[src/rtl/rfc_pkg.sv]
package rfc_pkg;

    localparam int PRE_W = 12;

    typedef struct packed {
        logic       area3;
        logic [2:0] cks;
        logic       en;
    } ctrl_t;

    typedef enum logic [1:0] {
        REQ_NONE = 2'd0,
        REQ_HELD = 2'd1,
        REQ_LIVE = 2'd2
    } req_e;

    typedef enum logic [1:0] {
        PH_T1 = 2'd0,
        PH_T2 = 2'd1,
        PH_T3 = 2'd2
    } phase_e;

    function automatic logic [PRE_W-1:0] div_mask(input logic [2:0] cks);
        int sh;
        case (cks)
            3'd1:    sh = 1;
            3'd2:    sh = 3;
            3'd3:    sh = 5;
            3'd4:    sh = 7;
            3'd5:    sh = 9;
            3'd6:    sh = 11;
            default: sh = 12;
        endcase
        div_mask = PRE_W'((1 << sh) - 1);
    endfunction

endpackage

[src/rtl/rfc_prescaler.sv]
module rfc_prescaler
    import rfc_pkg::*;
(
    input  logic       clk,
    input  logic       rst_n,
    input  logic [2:0] cks,
    output logic       tick
);
    logic [PRE_W-1:0] pre_d, pre_q;
    logic [PRE_W-1:0] mask;

    always_comb begin
        pre_d = pre_q + PRE_W'(1);
        mask  = div_mask(cks);
        tick  = (cks != 3'd0) && ((pre_q & mask) == mask);
    end

    always_ff @(posedge clk or negedge rst_n) begin
        if (!rst_n) pre_q <= '0;
        else        pre_q <= pre_d;
    end
endmodule

[src/rtl/rfc_interval.sv]
module rfc_interval #(
    parameter int CNT_W = 8
) (
    input  logic             clk,
    input  logic             rst_n,
    input  logic             tick,
    input  logic             clr,
    input  logic [CNT_W-1:0] cmp,
    output logic             match
);
    logic [CNT_W-1:0] cnt_d, cnt_q;
    logic             hit;

    always_comb begin
        hit   = (cnt_q == cmp);
        match = tick && hit && !clr;
        cnt_d = cnt_q;
        if (clr)       cnt_d = '0;
        else if (tick) cnt_d = hit ? '0 : cnt_q + CNT_W'(1);
    end

    always_ff @(posedge clk or negedge rst_n) begin
        if (!rst_n) cnt_q <= '0;
        else        cnt_q <= cnt_d;
    end
endmodule

[src/rtl/rfc_sequencer.sv]
module rfc_sequencer
    import rfc_pkg::*;
(
    input  logic clk,
    input  logic rst_n,
    input  logic en,
    input  logic area3,
    input  logic standby,
    input  logic match,
    input  logic gnt,
    input  logic wait_req,
    output logic bus_req,
    output logic busy,
    output logic strobe,
    output logic ovr
);
    typedef struct packed {
        req_e   req;
        logic   first;
        logic   cyc;
        phase_e ph;
        logic   ovr;
    } seq_t;

    seq_t s_d, s_q;
    logic start;

    always_comb begin
        s_d   = s_q;
        start = !standby && en && (s_q.req == REQ_LIVE) && gnt && !s_q.cyc;

        if (start) begin
            s_d.cyc = 1'b1;
            s_d.ph  = PH_T1;
            s_d.req = REQ_NONE;
        end else if (s_q.cyc) begin
            case (s_q.ph)
                PH_T1:   s_d.ph = PH_T2;
                PH_T2:   if (!(area3 && wait_req)) s_d.ph = PH_T3;
                default: begin
                    s_d.cyc = 1'b0;
                    s_d.ph  = PH_T1;
                end
            endcase
        end

        if (standby) begin
            s_d.req   = REQ_NONE;
            s_d.first = 1'b1;
        end else if (!en) begin
            s_d.req = REQ_NONE;
        end else if (match) begin
            if (s_q.first) begin
                s_d.req   = REQ_HELD;
                s_d.first = 1'b0;
            end else if (s_d.req == REQ_LIVE) begin
                s_d.ovr = 1'b1;
            end else begin
                s_d.req = REQ_LIVE;
            end
        end
    end

    always_ff @(posedge clk or negedge rst_n) begin
        if (!rst_n) begin
            s_q.req   <= REQ_NONE;
            s_q.first <= 1'b1;
            s_q.cyc   <= 1'b0;
            s_q.ph    <= PH_T1;
            s_q.ovr   <= 1'b0;
        end else begin
            s_q <= s_d;
        end
    end

    assign bus_req = (s_q.req == REQ_LIVE) || s_q.cyc;
    assign busy    = s_q.cyc;
    assign strobe  = s_q.cyc && (s_q.ph != PH_T1);
    assign ovr     = s_q.ovr;
endmodule

[src/rtl/refresh_ctrl.sv]
module refresh_ctrl
    import rfc_pkg::*;
#(
    parameter int CNT_W = 8
) (
    input  logic             clk,
    input  logic             rst_n,
    input  logic             reg_we,
    input  logic             reg_sel,
    input  logic [CNT_W-1:0] reg_wdata,
    input  logic             standby_exit,
    input  logic             bus_gnt,
    input  logic             wait_req,
    output logic             bus_req,
    output logic             rfsh_busy,
    output logic             rfsh_strobe,
    output logic             overrun
);
    localparam int CTRL_W = $bits(ctrl_t);

    typedef struct packed {
        ctrl_t            ctrl;
        logic [CNT_W-1:0] cmp;
    } regs_t;

    regs_t r_d, r_q;
    logic  cmp_wr, tick, match;
    logic  en_q, area_q;

    always_comb begin
        r_d    = r_q;
        cmp_wr = reg_we && reg_sel;
        if (reg_we && !reg_sel) r_d.ctrl = ctrl_t'(reg_wdata[CTRL_W-1:0]);
        if (cmp_wr)             r_d.cmp  = reg_wdata;
    end

    always_ff @(posedge clk or negedge rst_n) begin
        if (!rst_n) begin
            r_q.ctrl <= '0;
            r_q.cmp  <= '1;
        end else begin
            r_q <= r_d;
        end
    end

    assign en_q   = r_q.ctrl.en;
    assign area_q = r_q.ctrl.area3;

    rfc_prescaler u_pre (
        .clk   (clk),
        .rst_n (rst_n),
        .cks   (r_q.ctrl.cks),
        .tick  (tick)
    );

    rfc_interval #(.CNT_W(CNT_W)) u_cnt (
        .clk   (clk),
        .rst_n (rst_n),
        .tick  (tick),
        .clr   (cmp_wr || standby_exit),
        .cmp   (r_q.cmp),
        .match (match)
    );

    rfc_sequencer u_seq (
        .clk      (clk),
        .rst_n    (rst_n),
        .en       (en_q),
        .area3    (area_q),
        .standby  (standby_exit),
        .match    (match),
        .gnt      (bus_gnt),
        .wait_req (wait_req),
        .bus_req  (bus_req),
        .busy     (rfsh_busy),
        .strobe   (rfsh_strobe),
        .ovr      (overrun)
    );
endmodule

[config.mk]
export PLATFORM = sky130hd
export DESIGN_NAME = refresh_ctrl
export DESIGN_NICKNAME = d
export VERILOG_FILES = /design/src/rtl/rfc_pkg.sv /design/src/rtl/rfc_prescaler.sv /design/src/rtl/rfc_interval.sv /design/src/rtl/rfc_sequencer.sv /design/src/rtl/refresh_ctrl.sv
export SDC_FILE = /design/constraint.sdc
export NUM_CORES = 1
export LEC_CHECK = 0
export BUFFER_PORTS_ARGS = -buffer_cell sky130_fd_sc_hd__clkbuf_2
export CAP_MARGIN = 20
export CORE_ASPECT_RATIO = 1.1
export CORE_MARGIN = 3
export CORE_UTILIZATION = 56
export CTS_CLUSTER_SIZE = 14
export DETAILED_ROUTE_END_ITERATION = 12
export PLACE_DENSITY = 0.76
export SYNTH_ARGS = -nofsm -noshare
export SYNTH_HDL_FRONTEND = slang
export SYNTH_SLANG_ARGS = --single-unit
export TNS_END_PERCENT = 100
[constraint.sdc]
create_clock -name clk -period 6.4 [get_ports clk]
set_input_delay 0.64 -clock clk [delete_from_list [all_inputs] [get_ports clk]]
set_output_delay 0.64 -clock clk [all_outputs]
set_load 0.005 [all_outputs]
==> results of run 1 <==
state kept, by name, summed over array words and instances (netlist names):
| name | count |
|---|---|
| u_pre.pre_q | 12 |
| r_q | 11 |
| u_cnt.cnt_q | 8 |
| u_seq.s_q | 5 |
| area_q | 1 |
| en_q | 1 |
| u_seq.busy | 1 |
| u_seq.ovr | 1 |
through the flow:
| step | total power [mW] | hold slack [ps] | cells | instance area [µm²] |
|---|---|---|---|---|
| after global placement | 0.3699 | 438.3 | 249 | 2236 |
| after floorplan | 0.3497 | 344.4 | 183 | 2086 |
| after global routing | 0.5861 | 462.5 | 257 | 2331 |
| after detailed placement | 0.3741 | 452.3 | 249 | 2236 |
| final | 0.5577 | 403.9 | 257 | 2331 |
| after CTS | 0.5615 | 431.4 | 257 | 2331 |
cell families (layout without fill, tap and decap cells):
| logic type | after synthesis | after routing | synth area share |
|---|---|---|---|
| simple gates | 64 | 64 | 0.1872 |
| xor+xnor | 19 | 19 | 0.07978 |
| flops | 40 | 40 | 0.4853 |
| fa+ha+maj | 3 | 3 | 0.01800 |
| other cells | 1 | 1 | 0.001798 |
| buf+inv | 4 | 30 | 0.007196 |
| compound gates | 39 | 39 | 0.1506 |
| mux | 13 | 13 | 0.07019 |
path summary, 6_finish.rpt:
path,start,endpoint,slack [ps],cells after the start
setup reg to reg,r_q[11]$_DFFE_PN0P_,u_cnt.cnt_q[6]$_DFFE_PN0P_,4180,8
setup / recovery,r_q[11]$_DFFE_PN0P_,u_cnt.cnt_q[6]$_DFFE_PN0P_,4180,8
hold reg to reg,u_pre.pre_q[9]$_DFF_PN0_,u_pre.pre_q[9]$_DFF_PN0_,470,1
hold / removal,rst_n,u_cnt.cnt_q[5]$_DFFE_PN0P_,400,1
min in group clk,u_pre.pre_q[9]$_DFF_PN0_,u_pre.pre_q[9]$_DFF_PN0_,470,1
max in group asynchronous,rst_n,r_q[10]$_DFFE_PN0P_,5410,1
layout make-up:
class | instances | area [µm²]
clock inverter | 1 | 30.03
clock buffer | 7 | 65.06
sequential | 40 | 1012
tap | 48 | 60.06
fill | 287 | 1137
multi-input combinational | 139 | 1059
inverter | 4 | 15.01
timing repair buffer | 18 | 90.09
cell usage after synthesis, types with 2 or more instances:
library cell | count | share of area
nor2_1 | 8 | 0.014
a22o_1 | 2 | 0.0084
nand2_1 | 14 | 0.025
xor2_1 | 15 | 0.063
ha_1 | 3 | 0.018
a211oi_1 | 2 | 0.0072
nand4b_1 | 2 | 0.0084
a21oi_1 | 6 | 0.014
nand2b_1 | 4 | 0.012
and2_1 | 2 | 0.0060
xnor2_1 | 4 | 0.017
o2bb2ai_1 | 2 | 0.0084
nor4_4 | 2 | 0.020
dfrtp_1 | 31 | 0.37
nand3_1 | 10 | 0.024
and3_1 | 6 | 0.018
mux2_2 | 13 | 0.070
o21ai_0 | 9 | 0.022
inv_1 | 4 | 0.0072
dfstp_2 | 9 | 0.11
o41ai_1 | 2 | 0.0084
o31ai_1 | 2 | 0.0072
o31ai_4 | 3 | 0.031
nor2b_1 | 3 | 0.0090
nand4_1 | 2 | 0.0060
per-layer routing:
layer | global-route usage | up-vias | part of all wire
met5 | 0 | - | 0
met2 | 0.3398 | 21 | 0.52
met3 | 0.05466 | 6 | 0.030
met1 | 0.2469 | 730 | 0.43
met4 | 0.06338 | 0 | 0.016
li1 | - | 718 | -
power by group through the flow:
| stage | combinational (mW) | clock, mW | sequential [mW] |
|---|---|---|---|
| 2_1_floorplan | 0.0585 | 0 | 0.291 |
| 3_3_place_gp | 0.0750 | 0 | 0.295 |
| 3_5_place_dp | 0.0777 | 0 | 0.296 |
| 4_1_cts | 0.0779 | 0.192 | 0.291 |
| 5_1_grt | 0.0854 | 0.206 | 0.295 |
| 6_report | 0.0771 | 0.189 | 0.292 |
critical path: stages, from the launching register on:
cell     delay, ps
dfrtp_1        470
nor2_1         120
nand2_1         60
ha_1           280
o21ai_0        170
o31ai_4        330
o31ai_4        150
o41ai_1        400
a22o_1         190
==> flow_summary.yaml, run 1 <==
synthesis:
  avgSynthCellArea_um2: 11.40
  synth_seq_area_share: 0.4853
  synth_enable_flop_cells: 0
  ys_types: 48
  synth_nets: 201
  synth_ff_type: "dfrtp_1"
  synth_seq_cells: 40
  async_flop_share: 1.000
  syn_area_mm2: 0.002086
  netlist_instances: 183
  ys_warn_count: 0
power_and_ir_drop:
  pwr-share-clk: 0.339
  p_seq_frac: 0.523
  power.density_mw_per_mm2: 239.2
  p_int_mw: 0.4121
  switching_power_mw: 0.1456
  switching_share: 0.2611
  ir_worst_vdd_mv: 0.1553
  leakage_nw: 1.045
  power_frac_comb: 0.138
die:
  ios: 19
  start_util: 0.6014
  die_area_mm2: 0.004494
  die_width_um: 64.19
  design.core.area_mm2: 0.003468
  std_cell_rows: 22
  fp.dieH_um: 70.01
grt:
  grt_overflow_total: 0
  grt_max_degree: 41
  track_usage: 0.2007
  grt_pass1_vias: 1477
  grt_first_pass_wirelength_mm: 6.989
  antenna_found_initial: 0
sta:
  grt_setup_unrepaired: "no"
  slew_violations: 0
  relSlewSlack: 0.3654
  setup_ws_ps: 4179
  hold_viol_final: 0
  post-route-period-util: 0.3470
  timing.fmax_mhz: 450.2
  skew_ps: 7.524
  tns_ps: 0
  worst_pin_slew_ps: 951.9
  finalCriticalPeriod_ps: 2221
  final-setup-viol-count: 0
hold_path:
  hp-class: "in -> async"
cts:
  post_cts_resized: 0
  cts.sinks: 40
  cts_hold_buf: 0
  insertion_delay_ps: 360
  path_clk_slew_ps: 120
  cts_root_buffer: "clkbuf_4"
  htreeDepth: 2
  cts_tree: "yes"
  cts_inserted_buffers: 5
  cts_setup_buffers: 0
  cts_buffer_depth: 2
worst_setup_path:
  critPathKind: "reg -> reg"
  cp_data_required_time_ps: 6710
  critPathArrivalTime_ps: 2530
  cp-end-kind: "flip-flop"
  crit_fanout: 7
  start_kind: "flip-flop"
placed_design:
  gp_congestion: 0.8254
  place_ws_ps: 4189
  hpwl_mm: 2.990
  port_buffers: 18
final_layout:
  most-common-layout-cells: "31 x dfrtp_1, 18 x clkbuf_2, 15 x xor2_1, 14 x nand2_1, 13 x mux2_2"
  finalNetCount: 226
  syn_to_final_growth_pct: 11.76
  final_core_util: 0.6721
  final_common_cell: "dfrtp_1"
  antennaDiodeCount: 0
  drive_gt1_frac: 0.2919
detailed_routing:
  num_vias: 1475
  drc: 0
  final_antenna_net_count: 0
  viasPerCell: 5.739
  drt_iter0_drc: 102
  first_pass_iters: 4
  wl_per_cell_um: 15.32
  wl_mm: 3.938
outcome:
  outcome: "finished, final reports clean"
run:
  cap_violations: 0
Note: power is estimated with default switching activity, not from simulation.
==> inputs of run 2 (changes only) <==
--- a/config.mk
+++ b/config.mk
@@ -5,6 +5,7 @@
 export SDC_FILE = /design/constraint.sdc
 export NUM_CORES = 1
 export LEC_CHECK = 0
+export ABC_AREA = 1
 export BUFFER_PORTS_ARGS = -buffer_cell sky130_fd_sc_hd__clkbuf_2
 export CAP_MARGIN = 20
 export CORE_ASPECT_RATIO = 1.1
==> constraint.sdc (replaced) <==
create_clock -name clk -period 2.2 [get_ports clk]
set_input_delay 0.22 -clock clk [delete_from_list [all_inputs] [get_ports clk]]
set_output_delay 0.22 -clock clk [all_outputs]
set_load 0.005 [all_outputs]
==> run 2 against run 1 <==
Net effect:
- the run now ends with hold timing left
- utilization grew 0.76 points
- sequential share of layout area shrank 0.48 points
- largest cell class is now registers
- final cell count grew 25%
- highest routed layer unchanged
==> flow_summary.yaml, run 2 <==
synthesis:
  ys_top_cells_by_count: "69 x nand2_1, 33 x inv_1, 31 x dfrtp_1"
  ys_warn_count: 0
  synth_seq_area_share: 0.4836
  synth_seq_cells: 40
  synthTopCellsByArea: "dfrtp_1 37%, nand2_1 12%, dfstp_2 11%, xor2_1 6.3%, inv_1 5.9%"
  synth_ff_type: "dfrtp_1"
  avgSynthCellArea_um2: 8.544
  netlist_instances: 245
  yosysMostFrequentCell: "nand2_1"
  async_flop_share: 1.000
  ys_types: 31
  synth_top_cell_area_share: 0.3706
  syn_area_mm2: 0.002093
  synth_enable_flop_cells: 0
  synth_nets: 263
  synth_area_leader_cell: "dfrtp_1"
final_layout:
  reg_top3: "u_pre.pre_q (12), r_q (11), u_cnt.cnt_q (8)"
  finalNetCount: 290
  fin_area_mm2: 0.002357
  final_core_util: 0.6797
  syn_to_final_growth_pct: 12.61
  largest_reg_flops: 12
  top_register: "u_pre.pre_q"
  drive_gt1_frac: 0.2161
  most-common-layout-cells: "69 x nand2_1, 33 x inv_1, 31 x dfrtp_1, 18 x nor2_1, 18 x clkbuf_2"
  antennaDiodeCount: 0
  final_common_cell: "nand2_1"
cts:
  cts_inserted_buffers: 5
  cts_buffer_depth: 2
  cts.sinks: 40
  cts_tree: "yes"
  insertion_delay_ps: 340
  htreeDepth: 2
  cts_root_buffer: "clkbuf_4"
  cts_setup_buffers: 0
  post_cts_resized: 0
  cts_hold_buf: 0
  path_clk_slew_ps: 120
grt:
  antenna_found_initial: 0
  grt_pass1_vias: 1517
  track_usage: 0.1824
  grt_overflow_total: 0
  grt_first_pass_wirelength_mm: 6.479
  grt_max_degree: 38
sta:
  tns_ps: 0
  hold_viol_final: 27
  relSlewSlack: 0.4034
  final-setup-viol-count: 0
  finalCriticalPeriod_ps: 1842
  skew_ps: 12.84
  worst_pin_slew_ps: 894.9
  whs_ps: -24.03
  grt_setup_unrepaired: "no"
  slew_violations: 0
  timing.fmax_mhz: 542.9
  post-route-period-util: 0.8373
placed_design:
  gp_congestion: 0.8285
  dpl_cell_area_mm2: 0.002262
  hpwl_mm: 2.737
  port_buffers: 18
detailed_routing:
  wl_per_cell_um: 11.16
  first_pass_iters: 4
  drc: 0
  num_vias: 1517
  wl_mm: 3.583
  viasPerCell: 4.726
  drt_iter0_drc: 92
  final_antenna_net_count: 0
worst_setup_path:
  reg2reg_depth: 12
  critPathKind: "reg -> reg"
  critPathArrivalTime_ps: 2090
  regToRegSetupSlack_ps: 360
  critPathMaxStageDelay_ps: 460
  start_kind: "flip-flop"
  critPathSlowestCell: "dfrtp_1"
  crit_chain: "inv_2 -> nand3_1 -> ha_1 -> nor2_1 -> nor2_1 -> o211ai_2 -> a21oi_4 -> nand2_4 -> nand2_8 -> inv_6 -> nand2_1 -> nand2_1"
  crit_fanout: 9
  cp-end-kind: "flip-flop"
  cp_data_required_time_ps: 2450
outcome:
  violations: "hold timing"
  outcome: "complete, but fails checks"
die:
  die_width_um: 64.30
  start_util: 0.6035
  design.core.area_mm2: 0.003468
  ios: 19
  std_cell_rows: 22
  fp.dieH_um: 70.12
  die_area_mm2: 0.004508
hold_path:
  hp-class: "in -> async"
run:
  cap_violations: 0
power_and_ir_drop:
  finalPower_mw: 1.527
  leakage_nw: 1.194
  power.density_mw_per_mm2: 647.7
  ir_worst_vdd_mv: 0.4093
[run 2: cell types whose count changed after synthesis, sizes merged, moves of 4 or more]
cell / change
and3: -6
o31ai: -5
mux2: -11
nand2b: -4
nand2: +60
nor3: +5
o21ai: +6
inv: +33
nor2: +11
[run 2: logic make-up after synthesis]
family	count (synthesis)	share of synthesized area
xor gates and xnor gates	20	0.08368
muxes	2	0.01076
adders and majority gates	3	0.01793
and+or+nand+nor	114	0.2481
buffers and inverters	38	0.07053
other	1	0.001791
DFF	40	0.4836
AOI/OAI and AO/OA	27	0.08368
[run 2: worst max-delay path, delay by kind of cell (launching register included)]
family          cells  cell delay (ps)
simple gates        7              550
fa+ha+maj           1              280
flops               1              460
buf+inv             2              140
compound gates      2              310
[run 2: where the power goes]
part / leakage (nW) / internal [mW] / switching, mW
Sequential: 0.505 / 0.781 / 0.0275
Combinational: 0.637 / 0.0713 / 0.110
Clock: 0.0515 / 0.302 / 0.235
Total: 1.19 / 1.15 / 0.372
[run 2: area by class of cell]
| type | instances | area [µm²] |
|---|---|---|
| fillers | 281 | 1111 |
| clock buffers | 7 | 65.06 |
| well taps | 48 | 60.06 |
| repair buffers | 21 | 112.6 |
| multi-input cells | 167 | 933.4 |
| flip-flops and latches | 40 | 1012 |
| inverters | 37 | 143.9 |
| clock inverters | 1 | 30.03 |
[run 2: metrics by stage]
step                      worst slack, ps  instances
final                               357.9        321
after global routing                193.2        321
after CTS                           355.3        321
after detailed placement            362.2        313
after global placement              447.6        313
after floorplan                     516.0        245
[run 2: worst paths after layout]
kind	startpoint	endpoint
setup reg to reg	r_q[11]$_DFFE_PN0P_	u_cnt.cnt_q[7]$_DFFE_PN0P_
min in group clk	reg_wdata[1]	r_q[1]$_DFFE_PN1P_
hold / removal	rst_n	u_seq.s_q[2]$_DFFE_PN0P_
max in group asynchronous	rst_n	r_q[3]$_DFFE_PN1P_
setup / recovery	r_q[11]$_DFFE_PN0P_	u_cnt.cnt_q[7]$_DFFE_PN0P_
hold reg to reg	u_pre.pre_q[0]$_DFF_PN0_	u_pre.pre_q[0]$_DFF_PN0_
[run 2: layer usage]
layer	global-route usage	up-vias	part of all wire
met1	0.2450	673	0.49
met3	0.03537	5	0.042
li1	-	816	-
met4	0.07746	0	0.017
met5	0	-	0
met2	0.2867	23	0.45
==> inputs of run 3 (changes only) <==
==> constraint.sdc (replaced) <==
create_clock -name clk -period 1.8 [get_ports clk]
set_input_delay 0.18 -clock clk [delete_from_list [all_inputs] [get_ports clk]]
set_output_delay 0.18 -clock clk [all_outputs]
set_load 0.005 [all_outputs]
==> run 3 against run 2 <==
Net effect:
- the flow finishes with violations (setup timing)
- sequential share of layout area down 1.5 points
- critical path type unchanged
- critical endpoint is now u_cnt.cnt_q[0]$_DFFE_PN0P_
- fmax up 2.2%
- wire length up 7.9%
==> flow_summary.yaml, run 3 (synthesized netlist as in run 2, its figures left out) <==
sta:
  slew_violations: 0
  skew_ps: 13.19
  setup_ws_ps: -2.858
  whs_ps: 33.14
  finalCriticalPeriod_ps: 1803
  grt_setup_unrepaired: "yes"
  relSlewSlack: 0.6543
  post-route-period-util: 1.002
  worst_pin_slew_ps: 518.5
  hold_viol_final: 0
  final-setup-viol-count: 1
  timing.fmax_mhz: 554.7
final_layout:
  reg_top3: "u_pre.pre_q (12), r_q (11), u_cnt.cnt_q (8)"
  top_register: "u_pre.pre_q"
  largest_reg_flops: 12
  most-common-layout-cells: "65 x nand2_1, 33 x inv_1, 31 x dfrtp_1, 18 x nor2_1, 18 x clkbuf_2"
  finalNetCount: 296
  drive_gt1_frac: 0.2473
  final_common_cell: "nand2_1"
  antennaDiodeCount: 0
  syn_to_final_growth_pct: 16.56
  fillerInstances: 270
worst_setup_path:
  critPathKind: "reg -> reg"
  cp_data_required_time_ps: 2060
  reg2reg_depth: 11
  start_kind: "flip-flop"
  timing.rr.end: "u_cnt.cnt_q[0]$_DFFE_PN0P_"
  regToRegSetupSlack_ps: -3
  cp-end-kind: "flip-flop"
  crit_fanout: 5
  regToRegStartpoint: "r_q[10]$_DFFE_PN0P_"
  critPathArrivalTime_ps: 2070
detailed_routing:
  first_pass_iters: 4
  drc: 0
  final_antenna_net_count: 0
  wl_mm: 3.867
  drt_iter0_drc: 137
  num_vias: 1624
  wl_per_cell_um: 11.83
  viasPerCell: 4.966
grt:
  grt_max_degree: 22
  grt_overflow_total: 0
  antenna_found_initial: 0
  grt_pass1_vias: 1491
  track_usage: 0.1792
  grt_first_pass_wirelength_mm: 6.382
cts:
  cts_inserted_buffers: 5
  path_clk_slew_ps: 120
  cts_root_buffer: "clkbuf_4"
  insertion_delay_ps: 360
  htreeDepth: 2
  cts.sinks: 40
  cts_buffer_depth: 2
  cts_tree: "yes"
die:
  start_util: 0.6035
  ios: 19
  die_width_um: 64.30
  std_cell_rows: 22
  die_area_mm2: 0.004508
  fp.dieH_um: 70.12
  design.core.area_mm2: 0.003468
power_and_ir_drop:
  power.density_mw_per_mm2: 780.3
  switching_share: 0.2467
  power_frac_comb: 0.138
  finalPower_mw: 1.904
  leakage_nw: 1.231
  p_seq_frac: 0.518
  pwr-share-clk: 0.344
  switching_power_mw: 0.4696
  p_int_mw: 1.434
  ir_worst_vdd_mv: 0.4040
outcome:
  outcome: "complete, but fails checks"
  violations: "setup timing"
hold_path:
  hold_end: "r_q[6]$_DFFE_PN1P_"
  hp-class: "in -> reg"
  holdPathStages: 3
  hp-start: "reg_wdata[6]"
placed_design:
  hpwl_mm: 2.832
  port_buffers: 18
  gp_congestion: 0.8516
run:
  cap_violations: 0
run 3: cell types whose count changed in the layout (fill, tap and decap cells not counted), sizes merged:
cell,change
buf,+4
dlygate4sd3,+1
nand2,+1
run 3: worst max path at each step:
| stage | start | slack, ps | end |
|---|---|---|---|
| global placement | r_q[10]$_DFFE_PN0P_ | 110 | u_cnt.cnt_q[5]$_DFFE_PN0P_ |
| finish | r_q[10]$_DFFE_PN0P_ | -3 | u_cnt.cnt_q[0]$_DFFE_PN0P_ |
| detailed placement | r_q[10]$_DFFE_PN0P_ | 60 | u_cnt.cnt_q[5]$_DFFE_PN0P_ |
| floorplan | r_q[11]$_DFFE_PN0P_ | 120 | u_cnt.cnt_q[5]$_DFFE_PN0P_ |
| global route | r_q[11]$_DFFE_PN0P_ | -100 | u_cnt.cnt_q[1]$_DFFE_PN0P_ |
| CTS | r_q[10]$_DFFE_PN0P_ | 40 | u_cnt.cnt_q[5]$_DFFE_PN0P_ |
run 3: critical path, cell delays in order (launching register included):
cell	delay, ps
dfrtp_1	430
inv_2	80
nand3_2	60
ha_1	280
nor2_1	40
nor2_1	140
o211ai_2	120
a21oi_4	180
nand2_4	120
nand2_8	110
buf_6	100
o21ai_2	40
run 3: repair_timing:
item                                    4_1_cts  5_1_grt
setup buffers                                 0        3
hold buffers                                  1        0
endpoints found under the setup margin        0        9
endpoints found under the hold margin        12        0
resized for setup                             0        6
run 3: stage by stage:
stage               std cells  setup slack [ps]  utilization  cell area [µm²]  TNS, ps
floorplan                 245             116.0            -             2093        0
global placement          314             111.2       0.6580             2282        0
detailed placement        314             59.89       0.6580             2282        0
CTS                       323             41.43       0.6883             2387        0
global route              327            -101.3       0.7035             2440   -722.1
finish                    327            -2.858       0.7035             2440   -2.858
run 3: final cells by class:
| cell class | instances | area, µm² | share of cell area |
|---|---|---|---|
| Sequential cell | 40 | 1012 | 0.4149 |
| Multi-Input combinational cell | 168 | 959.7 | 0.3933 |
| Timing Repair Buffer | 26 | 168.9 | 0.06923 |
| Inverter | 37 | 143.9 | 0.05897 |
| Clock buffer | 7 | 65.06 | 0.02667 |
| Tap cell | 48 | 60.06 | 0.02462 |
| Clock inverter | 1 | 30.03 | 0.01231 |
run 3: power groups by stage:
stage / clock network [mW] / registers, mW / logic (mW)
detailed placement: 0 / 1.00 / 0.238
CTS: 0.665 / 0.984 / 0.242
floorplan: 0 / 0.997 / 0.159
finish: 0.655 / 0.986 / 0.263
global placement: 0 / 0.999 / 0.234
global route: 0.711 / 0.992 / 0.296
run 3: routing by layer:
metal | GRT usage | vias to the layer above | share of wire
met1 | 0.2463 | 755 | 0.48
met3 | 0.04984 | 7 | 0.054
met2 | 0.2741 | 34 | 0.45
met4 | 0.05634 | 0 | 0.017
li1 | - | 828 | -
met5 | 0 | - | 0
